$ cat src/rtl/intc_pkg.sv
package intc_pkg;
   // Word offsets decoded by the register port
   localparam int unsigned OFS_IRQ_STAT = 0;
   localparam int unsigned OFS_IRQ_RAW  = 1;
   localparam int unsigned OFS_IRQ_SET  = 2;
   localparam int unsigned OFS_IRQ_CLR  = 3;
   localparam int unsigned OFS_SOFT_SET = 4;
   localparam int unsigned OFS_SOFT_CLR = 5;
   localparam int unsigned OFS_FIQ_STAT = 8;
   localparam int unsigned OFS_FIQ_RAW  = 9;
   localparam int unsigned OFS_FIQ_SET  = 10;
   localparam int unsigned OFS_FIQ_CLR  = 11;

   // Request lines: index 0 normal, index 1 fast
   localparam int unsigned N_CHAN = 2;

   function automatic int unsigned chan_set_ofs(input int unsigned c);
      return (c == 0) ? OFS_IRQ_SET : OFS_FIQ_SET;
   endfunction

   function automatic int unsigned chan_clr_ofs(input int unsigned c);
      return (c == 0) ? OFS_IRQ_CLR : OFS_FIQ_CLR;
   endfunction
endpackage

$ cat src/rtl/intc_src_stage.sv
module intc_src_stage
   import intc_pkg::*;
#(
   parameter int unsigned NSRC     = 32,
   parameter int unsigned AW       = 4,
   parameter int unsigned SOFT_SRC = 0
) (
   input  logic            clk,
   input  logic            rst_n,
   input  logic [NSRC-1:0] src_i,
   input  logic            wr_i,
   input  logic [AW-1:0]   addr_i,
   input  logic            bit0_i,
   output logic [NSRC-1:0] lvl_o,
   output logic            soft_o
);
   localparam logic [AW-1:0] A_SET = AW'(OFS_SOFT_SET);
   localparam logic [AW-1:0] A_CLR = AW'(OFS_SOFT_CLR);

   logic soft_q;

   always_ff @(posedge clk or negedge rst_n) begin
      if (!rst_n) begin
         soft_q <= 1'b0;
      end else if (wr_i && bit0_i) begin
         if (addr_i == A_SET) begin
            soft_q <= 1'b1;
         end else if (addr_i == A_CLR) begin
            soft_q <= 1'b0;
         end
      end
   end

   for (genvar i = 0; i < NSRC; i++) begin : g_lvl
      if (i == SOFT_SRC) begin : g_soft
         assign lvl_o[i] = src_i[i] | soft_q;
      end else begin : g_ext
         assign lvl_o[i] = src_i[i];
      end
   end

   assign soft_o = soft_q;
endmodule

$ cat src/rtl/intc_mask_chan.sv
module intc_mask_chan #(
   parameter int unsigned NSRC    = 32,
   parameter int unsigned AW      = 4,
   parameter int unsigned SET_OFS = 2,
   parameter int unsigned CLR_OFS = 3,
   parameter bit          OUT_REG = 1'b1
) (
   input  logic            clk,
   input  logic            rst_n,
   input  logic [NSRC-1:0] lvl_i,
   input  logic            wr_i,
   input  logic [AW-1:0]   addr_i,
   input  logic [NSRC-1:0] wbits_i,
   output logic [NSRC-1:0] mask_o,
   output logic [NSRC-1:0] stat_o,
   output logic            line_o
);
   localparam logic [AW-1:0] A_SET = AW'(SET_OFS);
   localparam logic [AW-1:0] A_CLR = AW'(CLR_OFS);

   logic [NSRC-1:0] mask_q;
   logic            any_w;

   always_ff @(posedge clk or negedge rst_n) begin
      if (!rst_n) begin
         mask_q <= '0;
      end else if (wr_i) begin
         if (addr_i == A_SET) begin
            mask_q <= mask_q | wbits_i;
         end else if (addr_i == A_CLR) begin
            mask_q <= mask_q & ~wbits_i;
         end
      end
   end

   assign stat_o = lvl_i & mask_q;
   assign any_w  = |stat_o;
   assign mask_o = mask_q;

   if (OUT_REG) begin : g_reg_out
      logic line_q;
      always_ff @(posedge clk or negedge rst_n) begin
         if (!rst_n) begin
            line_q <= 1'b0;
         end else begin
            line_q <= any_w;
         end
      end
      assign line_o = line_q;
   end else begin : g_comb_out
      assign line_o = any_w;
   end
endmodule

$ cat src/rtl/intc_rd_mux.sv
module intc_rd_mux
   import intc_pkg::*;
#(
   parameter int unsigned NSRC     = 32,
   parameter int unsigned DW       = 32,
   parameter int unsigned AW       = 4,
   parameter int unsigned SOFT_SRC = 0
) (
   input  logic [AW-1:0]   addr_i,
   input  logic [NSRC-1:0] lvl_i,
   input  logic [NSRC-1:0] imask_i,
   input  logic [NSRC-1:0] istat_i,
   input  logic [NSRC-1:0] fmask_i,
   input  logic [NSRC-1:0] fstat_i,
   output logic [DW-1:0]   rdata_o
);
   localparam logic [AW-1:0] A_ISTAT = AW'(OFS_IRQ_STAT);
   localparam logic [AW-1:0] A_IRAW  = AW'(OFS_IRQ_RAW);
   localparam logic [AW-1:0] A_ISET  = AW'(OFS_IRQ_SET);
   localparam logic [AW-1:0] A_SOFT  = AW'(OFS_SOFT_SET);
   localparam logic [AW-1:0] A_FSTAT = AW'(OFS_FIQ_STAT);
   localparam logic [AW-1:0] A_FRAW  = AW'(OFS_FIQ_RAW);
   localparam logic [AW-1:0] A_FSET  = AW'(OFS_FIQ_SET);

   always_comb begin
      rdata_o = '0;
      case (addr_i)
         A_ISTAT:         rdata_o = DW'(istat_i);
         A_IRAW, A_FRAW:  rdata_o = DW'(lvl_i);
         A_ISET:          rdata_o = DW'(imask_i);
         A_SOFT:          rdata_o = DW'(lvl_i[SOFT_SRC]);
         A_FSTAT:         rdata_o = DW'(fstat_i);
         A_FSET:          rdata_o = DW'(fmask_i);
         default:         rdata_o = '0;
      endcase
   end
endmodule

$ cat src/rtl/twin_line_intc.sv
module twin_line_intc
   import intc_pkg::*;
#(
   parameter int unsigned NSRC     = 32,
   parameter int unsigned DW       = 32,
   parameter int unsigned AW       = 4,
   parameter int unsigned SOFT_SRC = 0,
   parameter bit          OUT_REG  = 1'b1
) (
   input  logic            clk,
   input  logic            rst_n,
   input  logic [NSRC-1:0] src_i,
   input  logic [AW-1:0]   reg_addr,
   input  logic            reg_wr,
   input  logic [DW-1:0]   reg_wdata,
   output logic [DW-1:0]   reg_rdata,
   output logic            irq_o,
   output logic            fiq_o
);
   if (NSRC < 1 || NSRC > DW) begin : g_bad_nsrc
      $error("NSRC must lie in 1..DW");
   end
   if (AW < 4) begin : g_bad_aw
      $error("AW must be at least 4 to decode offset 11");
   end
   if (SOFT_SRC >= NSRC) begin : g_bad_soft
      $error("SOFT_SRC must index an existing source");
   end

   logic [NSRC-1:0] lvl;
   logic            soft_q;
   logic [NSRC-1:0] mask_a [N_CHAN];
   logic [NSRC-1:0] stat_a [N_CHAN];
   logic            line_a [N_CHAN];
   logic [NSRC-1:0] irq_mask;
   logic [NSRC-1:0] fiq_mask;

   intc_src_stage #(
      .NSRC(NSRC), .AW(AW), .SOFT_SRC(SOFT_SRC)
   ) u_src (
      .clk(clk), .rst_n(rst_n), .src_i(src_i), .wr_i(reg_wr),
      .addr_i(reg_addr), .bit0_i(reg_wdata[0]),
      .lvl_o(lvl), .soft_o(soft_q)
   );

   for (genvar c = 0; c < N_CHAN; c++) begin : g_chan
      intc_mask_chan #(
         .NSRC(NSRC), .AW(AW),
         .SET_OFS(chan_set_ofs(c)), .CLR_OFS(chan_clr_ofs(c)),
         .OUT_REG(OUT_REG)
      ) u_chan (
         .clk(clk), .rst_n(rst_n), .lvl_i(lvl), .wr_i(reg_wr),
         .addr_i(reg_addr), .wbits_i(reg_wdata[NSRC-1:0]),
         .mask_o(mask_a[c]), .stat_o(stat_a[c]), .line_o(line_a[c])
      );
   end

   assign irq_mask = mask_a[0];
   assign fiq_mask = mask_a[1];
   assign irq_o    = line_a[0];
   assign fiq_o    = line_a[1];

   intc_rd_mux #(
      .NSRC(NSRC), .DW(DW), .AW(AW), .SOFT_SRC(SOFT_SRC)
   ) u_rd (
      .addr_i(reg_addr), .lvl_i(lvl),
      .imask_i(irq_mask), .istat_i(stat_a[0]),
      .fmask_i(fiq_mask), .fstat_i(stat_a[1]),
      .rdata_o(reg_rdata)
   );
endmodule

$ cat config.mk
export PLATFORM = sky130hd
export DESIGN_NAME = twin_line_intc
export DESIGN_NICKNAME = d
export VERILOG_FILES = /design/src/rtl/intc_pkg.sv /design/src/rtl/intc_src_stage.sv /design/src/rtl/intc_mask_chan.sv /design/src/rtl/intc_rd_mux.sv /design/src/rtl/twin_line_intc.sv
export SDC_FILE = /design/constraint.sdc
export NUM_CORES = 1
export LEC_CHECK = 0
export BUFFER_PORTS_ARGS = -buffer_cell sky130_fd_sc_hd__buf_4
export CAP_MARGIN = 15
export CELL_PAD_IN_SITES_DETAIL_PLACEMENT = 0
export CELL_PAD_IN_SITES_GLOBAL_PLACEMENT = 1
export CORE_UTILIZATION = 44
export DETAILED_ROUTE_END_ITERATION = 12
export PLACE_DENSITY = 0.9
export SLEW_MARGIN = 20
export SYNTH_ARGS = -nofsm -noshare
export SYNTH_HDL_FRONTEND = slang
export SYNTH_SLANG_ARGS = --single-unit
$ cat constraint.sdc
create_clock -name clk -period 4.1 [get_ports clk]
set_input_delay 0.82 -clock clk [delete_from_list [all_inputs] [get_ports clk]]
set_output_delay 0.82 -clock clk [all_outputs]
set_load 0.005 [all_outputs]
# --- Word-level counts from Yosys, hierarchy flattened ---
# Index checks and enable logic that the tools add are counted.
totals:
  regBits: 67
  in_bits: 71
  output_inout_bits: 34
  word_cells: 40
op_classes:
  eq_ne: 9
  n_mux: 7
  bitwise: 8
  reduce_logical: 11
op_table:
  columns: ["op", "n"]
  rows:
  - ["$pmux 32 s6", 1]
  - ["$and 32x32->32", 4]
  - ["$mux 32", 4]
  - ["$or 32x32->32", 2]
  - ["$reduce_or 32->1", 2]
  - ["$not 32->32", 1]
  - ["$eq 4x4->1 const B", 4]
  - ["$eq 4x2->1 const B", 2]
  - ["$eq 4x3->1 const B", 2]
  - ["$reduce_and 2->1", 3]
  - ["$reduce_bool 2->1", 3]
  - ["$eq 4x1->1 const B", 1]
  - ["$logic_not 4->1", 1]
  - ["$mux 1", 2]
  - ["$reduce_or 2->1", 1]
  - ["$logic_and 1x1->1", 1]
  - ["$or 1x1->1", 1]

# --- Longest topological paths before layout ---
# Gate-level depths: netlist (run 1).
depth:
  depth_word: 4
  depth_mapped: 6
  depth_no_buf: 4

# --- Modules after synthesis ---
# A second synthesis (run 1) with hierarchy kept.
hier_totals:
  cells_unflattened: 533
  hier_area_um2: 4697.0
modules_own_cells:
  columns: ["mod", "instances", "cells_each", "area_per_inst_um2", "seq_area_each_um2"]
  rows:
  - ["intc_mask_chan at g_chan[1].u_chan", 1, 182, 1560.2, 825.8]
  - ["intc_mask_chan at g_chan[0].u_chan", 1, 154, 1532.7, 825.8]
  - ["intc_rd_mux", 1, 160, 1316.3, 0.0]
  - ["intc_src_stage", 1, 37, 287.8, 25.0]

# --- Worst setup path before layout (run 1) ---
# OpenSTA, ideal clock, no wires.
synth_path:
  path_kind: "input port to output port"
  from: "in reg_addr[3]"
  to: "out reg_rdata[11]"
  arrival_time_ps: 1998
  required_ps: 3280
  slack_ps: 1282
  cell_stages: 6
  n_path_buf: 2
  cell_sequence: "buf_2 -> nor4_1 -> clkbuf_1 -> a21oi_1 -> nor2b_1 -> a221o_1"
synth_between:
  elab_chain_len: 3
  word_cells_on_any_way: 9
  classes_between: "eq/ne (6); mux (1); reduce/logical (2)"
synth_rtl:
  columns: ["item", "line_no", "rtl"]
  rows:
  - ["from (decl)", "twin_line_intc.sv:13", "input logic [AW-1:0] reg_addr,"]
  - ["$eq 4x1->1 or $eq 4x4->1 (tied branches)", "intc_rd_mux.sv:27", "case (addr_i)"]
  - ["$reduce_or 2->1", "intc_rd_mux.sv:27", null]
  - ["$pmux 32 s6 *", "intc_rd_mux.sv:27", null]
  - ["to (decl)", "twin_line_intc.sv:16", "output logic [DW-1:0] reg_rdata,"]
# Every way passes the cells marked *; elsewhere a longest branch is shown, timed or not.

# --- Worst setup path in the final report (run 1) ---
layout_path:
  from: "in reg_addr[0]"
  to: "out reg_rdata[3]"
# The elaborated chain is that of the path after synthesis.

==> results.txt, run 1 <==
Xor-xnor portion of the synthesized cell area: 0
Min-delay worst type: reg -> reg
DR DRC count: 0
Internal power: 0.00124 W
Leakage: 2.60 nW
Boundary pin count: 105
Fin nets: 583
Largest net degree at the start of global routing: 68
Mapped Cells: 415
CTS Hold Bufs: 0
Die width: 98.8 µm
Clk slew on worst S/H paths: 0.07 ns
Layout Skew: 0.00715 ns
Synth Area in Adders: 0
Die area: 9750 µm²
Initial DRC Count: 336
Chip Height: 98.8 µm
Reg power frac: 0.473
First-pass GRT wire length: 20300 µm
Final setup fails: 0
Crit path max fanout: 44
TritonCTS buffer count: 9
Slew @ Worst Pin: 0.878 ns
Endpoints failing hold: 0
Synth top area cells: dfrtp_1, mux2_2, a221o_1, nand2_1, a21o_1
Post-synth top area cell: dfrtp_1
WS Path Type: in -> out
Clk_lat worst skew: 0.34 ns
Clock Sinks: 67
PwrDens: 331 nW/µm²
Crit path capture type: output port
Vias in the first global route: 3832
Combinational family with the most area after synthesis: compound AO/OA/AOI/OAI gates
Final global-route overflow total: 0
Gr usage total: 0.272
Final WL: 12900 µm
Most common cell after layout, fill and taps aside: buf_4
Root Buffer: clkbuf_8
Resized cells post-CTS: 0
Peak VDD IR: 0.000253 V
Mux cell area share after synthesis: 0.175
Yosys warnings: 0
Hold path cells: 1
Post-CTS setup buffers: 0
F_max: 303 MHz
Sw Ratio: 0.286
Antenna cells: 0
Synth Cell Area: 4120 µm²
Clock tree buffer depth: 2
Antenna Nets Post-Route: 0
Period utilization: 0.804
Setup TNS: 0 ns
H-tree Lvls: 3
Clk pwr share: 0.324
Initial DRT Pass Iterations: 6
Slew margin rel.: 0.415
Crit Reg-Reg Endpoint: g_chan[0].u_chan.line_o$_DFF_PN0_
Library cells used by synthesis: 30
Synth top area share: 0.407
DPL Wire Length: 8740 µm
Avg Inst Size Synth: 9.93 µm²
Post-Syn Nets: 486
Share of cells above drive strength 1: 0.372
Synth Area in Compound Gates: 0.241
Worst Path Required: 3.28 ns
Max-Cap Viols: 0
Register area share after synthesis: 0.407
RR Startpoint: u_src.soft_o$_DFFE_PN0P_
Synth Register Bits: 67
Area of the core: 8890 µm²
Row cnt: 34
Hold_ws: 0.535 ns
RSZ-0062 raised after global routing: false
WL per Instance: 20.6 µm
FF-to-FF setup slack: 2.45 ns
Routability Congestion: 0.797
TritonCTS clock tree: built
Most frequent cells in the layout: buf_4, nand2_1, dfrtp_1
Synth Area in Simple Gates: 0.145
Gate power share: 0.203
DR vias: 3893
Synth-to-layout area growth: 27.0%
Crit path launch type: input port
Initial Util: 0.463
NetSw: 0.000496 W
Port buffer count: 104
Post-DR vias/cell: 6.24
Tmin final: 3.30 ns
Initial antenna violation count: 0
Status: complete, no violations
Reg2Reg Depth: 4
Crit path DAT: 2.48 ns
Max-slew violation count: 0
Fillers: 797
## power by group through the flow
stage | Combinational, W | Sequential [W] | Clock [W]
4_1_cts | 0.000352 | 0.000817 | 0.000571
6_report | 0.000352 | 0.000820 | 0.000561
3_5_place_dp | 0.000351 | 0.000829 | 0
5_1_grt | 0.000381 | 0.000830 | 0.000599
3_3_place_gp | 0.000342 | 0.000825 | 0
2_1_floorplan | 0.000183 | 0.000804 | 0
## synth_stat cells
cell	number
o21ba_2	1
mux2_1	8
a22oi_1	30
nor3b_2	2
nor3b_1	1
nor2b_1	29
a211o_1	1
o21ai_1	2
nand2_1	67
a222oi_1	2
o41ai_1	1
a21oi_1	31
inv_1	3
o31ai_1	1
nand2b_1	1
nand3_1	3
nand4_1	6
dfrtp_1	67
a21o_1	31
nor2_1	2
o21ai_0	3
nor3_2	2
buf_2	11
clkbuf_1	18
and2b_1	1
a221o_1	29
nor4_1	3
a32oi_1	1
mux2_2	56
nor4b_1	2
## worst max-delay path by stage
stage,slack [ns],from,end
2_1_floorplan,1.28,reg_addr[3],reg_rdata[11]
4_1_cts,0.81,reg_addr[0],reg_rdata[3]
5_1_grt,0.67,reg_addr[0],reg_rdata[3]
3_5_place_dp,0.82,reg_addr[0],reg_rdata[3]
6_report,0.80,reg_addr[0],reg_rdata[3]
3_3_place_gp,0.87,reg_addr[0],reg_rdata[3]
## routing by layer
layer,up-vias,GRT usage,wire length [µm]
li1,1748,-,-
met1,1917,0.373,5470
met2,207,0.417,6020
met3,21,0.0617,1110
met4,0,0.109,277
met5,-,0,0
## cells by family (layout without fill, tap and decap cells)
group,count (synthesis),in the layout
compound gates,133,133
mux,64,64
flops,67,67
buf+inv,32,133
simple gates,119,119
## layout make-up
class | count | area [µm²] | area share
clock buffer | 13 | 159 | 0.0304
tap | 108 | 135 | 0.0258
clock inverter | 2 | 35.0 | 0.00670
inverter | 3 | 11.3 | 0.00215
sequential | 67 | 1680 | 0.320
multi-input combinational | 316 | 2350 | 0.449
timing repair buffer | 115 | 863 | 0.165
## through the flow
| stage | instances | setup WS (ns) | total power, W | instance area, µm² | util |
|---|---|---|---|---|---|
| final | 624 | 0.804 | 0.00173 | 5230 | 0.588 |
| after CTS | 624 | 0.809 | 0.00174 | 5230 | 0.588 |
| after global placement | 609 | 0.875 | 0.00117 | 5040 | 0.567 |
| after floorplan | 415 | 1.28 | 0.000987 | 4120 | - |
| after detailed placement | 609 | 0.823 | 0.00118 | 5040 | 0.567 |
| after global routing | 624 | 0.672 | 0.00181 | 5230 | 0.588 |
## worst max-delay path: stages
cell and delay (ns):
buf_4 0.14, and2b_1 0.21, buf_4 0.20, nor3b_4 0.22, buf_4 0.44, a22oi_1 0.17
o21ai_1 0.12, buf_4 0.14
Power figures use the tool's default switching activity.
==> inputs of run 2 (changes only) <==
ABC_AREA = 1   (was not set)
CORE_UTILIZATION = 37   (was 44)
PLACE_DENSITY = 0.85   (was 0.9)
clock period = 3.4 ns   (was 4.1 ns; I/O delays follow)
==> run 2 against run 1 <==
Against the previous run: synthesized cell count increased by 74%; global-route usage decreased by 4.1 points; clock power increased by 68%; flip-flop and latch count unchanged.
==> results.txt, run 2 <==
First-pass GRT wire length: 22400 µm
RSZ-0062 raised after global routing: false
Clk slew on worst S/H paths: 0.06 ns
Period utilization: 0.842
Boundary pin count: 105
Max stage delay on crit path: 0.48 ns
Die area: 12200 µm²
Synth Cell Area: 4350 µm²
Top_reg_cell synth: dfrtp_1
Synth Register Bits: 67
Resized cells post-CTS: 0
Initial DRC Count: 357
Clock tree buffer depth: 2
Mapped Cells: 724
Most common cell after layout, fill and taps aside: nand2_1
Antenna Nets Post-Route: 0
F_max: 349 MHz
DPL Wire Length: 9200 µm
Status: complete, no violations
TritonCTS buffer count: 9
Vias in the first global route: 4409
Gr usage total: 0.231
Commonest cells post-synth: nand2_1, nor2_1, o21ai_1
NetSw: 0.000578 W
Final setup fails: 0
Antenna cells: 0
Share of cells above drive strength 1: 0.159
Max-slew violation count: 0
Routability Congestion: 0.827
Layout Skew: 0.00756 ns
Final WL: 13600 µm
H-tree Lvls: 3
Endpoints failing hold: 0
Most frequent cells in the layout: nand2_1, buf_4, nor2_1
Critical path cell sequence: buf_4 -> nor2_1 -> nand2_1 -> buf_4 -> nor2_1 -> nor2_1 -> nand2_1 -> buf_4
Crit path max fanout: 20
Tmin final: 2.86 ns
Largest net degree at the start of global routing: 68
Die width: 110 µm
Register area share after synthesis: 0.385
Initial Util: 0.381
Library cells used by synthesis: 16
Post-synth top area cell: dfrtp_1
Post-Syn Nets: 795
Yosys warnings: 0
Reg power frac: 0.413
Internal power: 0.00159 W
Root Buffer: clkbuf_16
Total placed cells including tap cells: 953
Initial antenna violation count: 0
Final global-route overflow total: 0
Most common cell in the netlist: nand2_1
Area of the core: 11400 µm²
Worst Path Required: 2.72 ns
Slew margin rel.: 0.393
DR DRC count: 0
Sw Ratio: 0.267
Chip Height: 110 µm
Avg Inst Size Synth: 6.01 µm²
Crit path launch type: input port
Row cnt: 39
Fin nets: 892
PwrDens: 391 nW/µm²
Leakage: 2.76 nW
Synth-to-layout area growth: 27.2%
Clk pwr share: 0.437
Max-Cap Viols: 0
Post-DR vias/cell: 4.82
Setup TNS: 0 ns
Port buffer count: 104
Crit path DAT: 2.18 ns
Synth top area cells: dfrtp_1, nand2_1, o21ai_1, nor2_1, inv_1
Gate power share: 0.150
Initial DRT Pass Iterations: 5
WS Path Type: in -> out
Min-delay worst type: in -> async
Synth async-reset ratio: 1.00
Clock Sinks: 67
CTS Hold Bufs: 0
Critical-path top delay cell: nand2_1
Post-CTS setup buffers: 0
Slew @ Worst Pin: 0.911 ns
Finished Layout Cells: 969
EDFF count, synth: 0
WL per Instance: 14.0 µm
Crit path capture type: output port
Synth top area share: 0.385
Clk_lat worst skew: 0.33 ns
FF-to-FF setup slack: 2.27 ns
TritonCTS clock tree: built
DR vias: 4670
Peak VDD IR: 0.000201 V
-- run 2: cell types whose count changed after synthesis, moves of 30 or more --
| cell | delta |
|---|---|
| nand2_1 | +316 |
| inv_1 | +44 |
| mux2_2 | -56 |
| a21o_1 | -31 |
| o21ai_1 | +67 |
| a21oi_1 | -30 |
| a22oi_1 | -30 |
| nor2_1 | +85 |
-- run 2: kinds of logic after synthesis --
group                  after synthesis  synth area share
AND/OR/NAND/NOR                    484             0.425
AO/OA/AOI/OAI                       98             0.113
buffers and inverters               75            0.0768
flip-flops                          67             0.385
-- run 2: metrics by stage --
stage	power, W	area (µm²)	setup slack, ns	utilization	hold slack, ns
6_report	0.00216	5540	0.536	0.485	0.470
5_1_grt	0.00227	5540	0.333	0.485	0.534
4_1_cts	0.00219	5540	0.514	0.485	0.493
3_5_place_dp	0.00124	5240	0.516	0.459	0.479
3_3_place_gp	0.00123	5240	0.556	0.459	0.485
2_1_floorplan	0.00105	4350	1.33	-	0.384
-- run 2: power groups by stage --
stage / clock network (W) / registers [W] / logic (W)
2_1_floorplan: 0 / 0.000898 / 0.000148
4_1_cts: 0.000963 / 0.000894 / 0.000329
6_report: 0.000944 / 0.000894 / 0.000325
5_1_grt: 0.00100 / 0.000902 / 0.000369
3_3_place_gp: 0 / 0.000906 / 0.000322
3_5_place_dp: 0 / 0.000907 / 0.000328
-- run 2: worst paths after layout --
check / cells past startpoint / to / startpoint
max in group asynchronous: 1 / asynchronous set/reset pin / rst_n
hold / removal: 1 / asynchronous set/reset pin / rst_n
hold reg to reg: 2 / u_src.soft_o$_DFFE_PN0P_ / u_src.soft_o$_DFFE_PN0P_
min in group clk: 2 / u_src.soft_o$_DFFE_PN0P_ / u_src.soft_o$_DFFE_PN0P_
setup / recovery: 8 / reg_rdata[28] / reg_addr[1]
setup reg to reg: 6 / g_chan[1].u_chan.line_o$_DFF_PN0_ / register
-- run 2: metal layers --
metal | vias up | share of wire | routed length (µm) | global-route usage
li1 | 2424 | - | - | -
met1 | 2067 | 0.45 | 6040 | 0.308
met2 | 163 | 0.48 | 6490 | 0.386
met3 | 16 | 0.062 | 842 | 0.0395
met4 | 0 | 0.013 | 178 | 0.0613
met5 | - | 0 | 0 | 0
-- run 2: layout make-up --
class	count	area [µm²]
Timing Repair Buffer	113	861
Multi-Input combinational cell	582	2340
Sequential cell	67	1680
Fill cell	1164	5880
Inverter	48	180
Tap cell	143	179
Clock buffer	13	250
Clock inverter	3	47.5
-- run 2: worst max-delay path: cells and delay by family --
family        cells  cell delay (ns)
simple gates      5             0.87
buf+inv           3             0.64
==> inputs of run 3 (changes only) <==
ABC_AREA = 0   (was 1)
PLACE_DENSITY = 0.81   (was 0.85)
clock period = 2.3 ns   (was 3.4 ns; I/O delays follow)
==> run 3 against run 2 <==
Against the previous run: via count down 17%; utilization up 1.2 points; clock skew about the same; global-route usage up 0.57 points; cell count down 32%; clock power about the same.
==> results.txt, run 3 (synthesized netlist as in run 1, its figures left out) <==
Status: complete, no violations
H-tree Lvls: 3
Post-CTS setup buffers: 0
Fillers: 1014
Clk slew on worst S/H paths: 0.07 ns
Initial antenna violation count: 0
Initial Util: 0.380
Worst Path Required: 1.84 ns
Busiest grt layer: met2
Area of the core: 10800 µm²
RSZ-0062 raised after global routing: true
Initial DRT Pass Iterations: 6
Die width: 108 µm
First-pass GRT wire length: 20500 µm
F_max: 439 MHz
Most common cell after layout, fill and taps aside: buf_4
Most frequent cells in the layout: buf_4, nand2_1, dfrtp_1
Boundary pin count: 105
Max-Cap Viols: 0
CTS Hold Bufs: 0
Gr usage total: 0.236
Fin nets: 587
Design Area, Final: 5390 µm²
Row cnt: 38
Crit path DAT: 1.82 ns
Period utilization: 0.991
Crit Reg-Reg Endpoint: g_chan[1].u_chan.line_o$_DFF_PN0_
WS Path Type: in -> out
Critical-path top delay cell: a221o_1
Crit path max fanout: 36
TritonCTS buffer count: 9
WL per Instance: 20.2 µm
Final WL: 13300 µm
Vias in the first global route: 3736
Layout Skew: 0.00765 ns
Antenna cells: 0
Tmin final: 2.28 ns
Leakage: 2.63 nW
Endpoints failing hold: 0
Port buffer count: 104
Chip Height: 108 µm
FF-to-FF setup slack: 0.90 ns
Clock Sinks: 67
Synth-to-layout area growth: 30.8%
Most used cell, CP: buf_4
Final setup fails: 0
Max stage delay on crit path: 0.31 ns
Slew @ Worst Pin: 0.496 ns
Routability Congestion: 0.843
GR Util met2: 0.379
Power, Total: 0.00306 W
DPL Wire Length: 9320 µm
Placement Setup Slack: 0.0359 ns
Antenna Nets Post-Route: 0
Initial DRC Count: 287
Final core occ: 0.497
Post-DR vias/cell: 5.85
Crit path capture type: output port
PwrDens: 567 nW/µm²
Critical path cell sequence: buf_4 -> and2b_2 -> nor3b_4 -> buf_12 -> a21o_1 -> a221o_1 -> buf_4
Share of cells above drive strength 1: 0.377
DR DRC count: 0
Setup TNS: 0 ns
Max-slew violation count: 0
Reg2Reg Depth: 4
Die area: 11600 µm²
Met1 usage: 0.320
Largest net degree at the start of global routing: 37
Min setup slack post-route: 0.0206 ns
Resized cells post-CTS: 0
Peak VDD IR: 0.000268 V
Root Buffer: clkbuf_8
TritonCTS clock tree: built
Slew margin rel.: 0.669
Clock tree buffer depth: 2
Clk_lat worst skew: 0.35 ns
Crit path launch type: input port
DR vias: 3860
Global-route track usage on met3: 0.0533
Final global-route overflow total: 0
Post-Place Cell Area: 5210 µm²
Min-delay worst type: in -> async
-- run 3: changes by cell type in the layout (fill, tap and decap cells not counted), moves of 31 or more --
cell / change
nand2_1: -316
nor2_1: -85
o21ai_1: -67
mux2_2: +56
inv_1: -44
a21o_1: +31
-- run 3: how the worst max path moves through the flow --
stage / slack, ns / start / endpoint / cells after the start
3_3_place_gp: 0.06 / reg_addr[0] / reg_rdata[3] / 7
6_report: 0.02 / reg_addr[1] / reg_rdata[24] / 7
3_5_place_dp: 0.04 / reg_addr[1] / reg_rdata[1] / 7
5_1_grt: -0.04 / reg_addr[1] / reg_rdata[1] / 7
2_1_floorplan: 0.20 / reg_addr[3] / reg_rdata[11] / 6
4_1_cts: 0.03 / reg_addr[1] / reg_rdata[1] / 7
-- run 3: metal layers --
metal	vias to the layer above	part of all wire
li1	1759	-
met5	-	0
met2	178	0.48
met4	0	0.017
met3	22	0.078
met1	1901	0.43
-- run 3: metrics by stage --
stage	instances	hold WS [ns]
after global routing	660	0.0896
after detailed placement	645	0.455
after floorplan	415	0.164
after CTS	660	0.0789
after global placement	645	0.450
final	660	0.0720
-- run 3: layout make-up --
type	count	area, µm²	share of cell area
clock inverters	3	40.0	0.00743
multi-input cells	316	2350	0.437
clock buffers	12	135	0.0251
repair buffers	119	997	0.185
flip-flops and latches	67	1680	0.311
well taps	140	175	0.0325
inverters	3	11.3	0.00209
-- run 3: power breakdown --
part	internal [W]	total (W)	switching, W	leakage (nW)
sequential	0.00132	0.00146	0.000146	0.895
clock	0.000493	0.000946	0.000453	0.0902
combinational	0.000348	0.000645	0.000297	1.65
total	0.00216	0.00306	0.000896	2.63
-- run 3: critical path, delay by kind of cell --
family,cells,cell delay [ns]
AO/OA/AOI/OAI,2,0.48
AND/OR/NAND/NOR,2,0.39
buffers and inverters,3,0.46
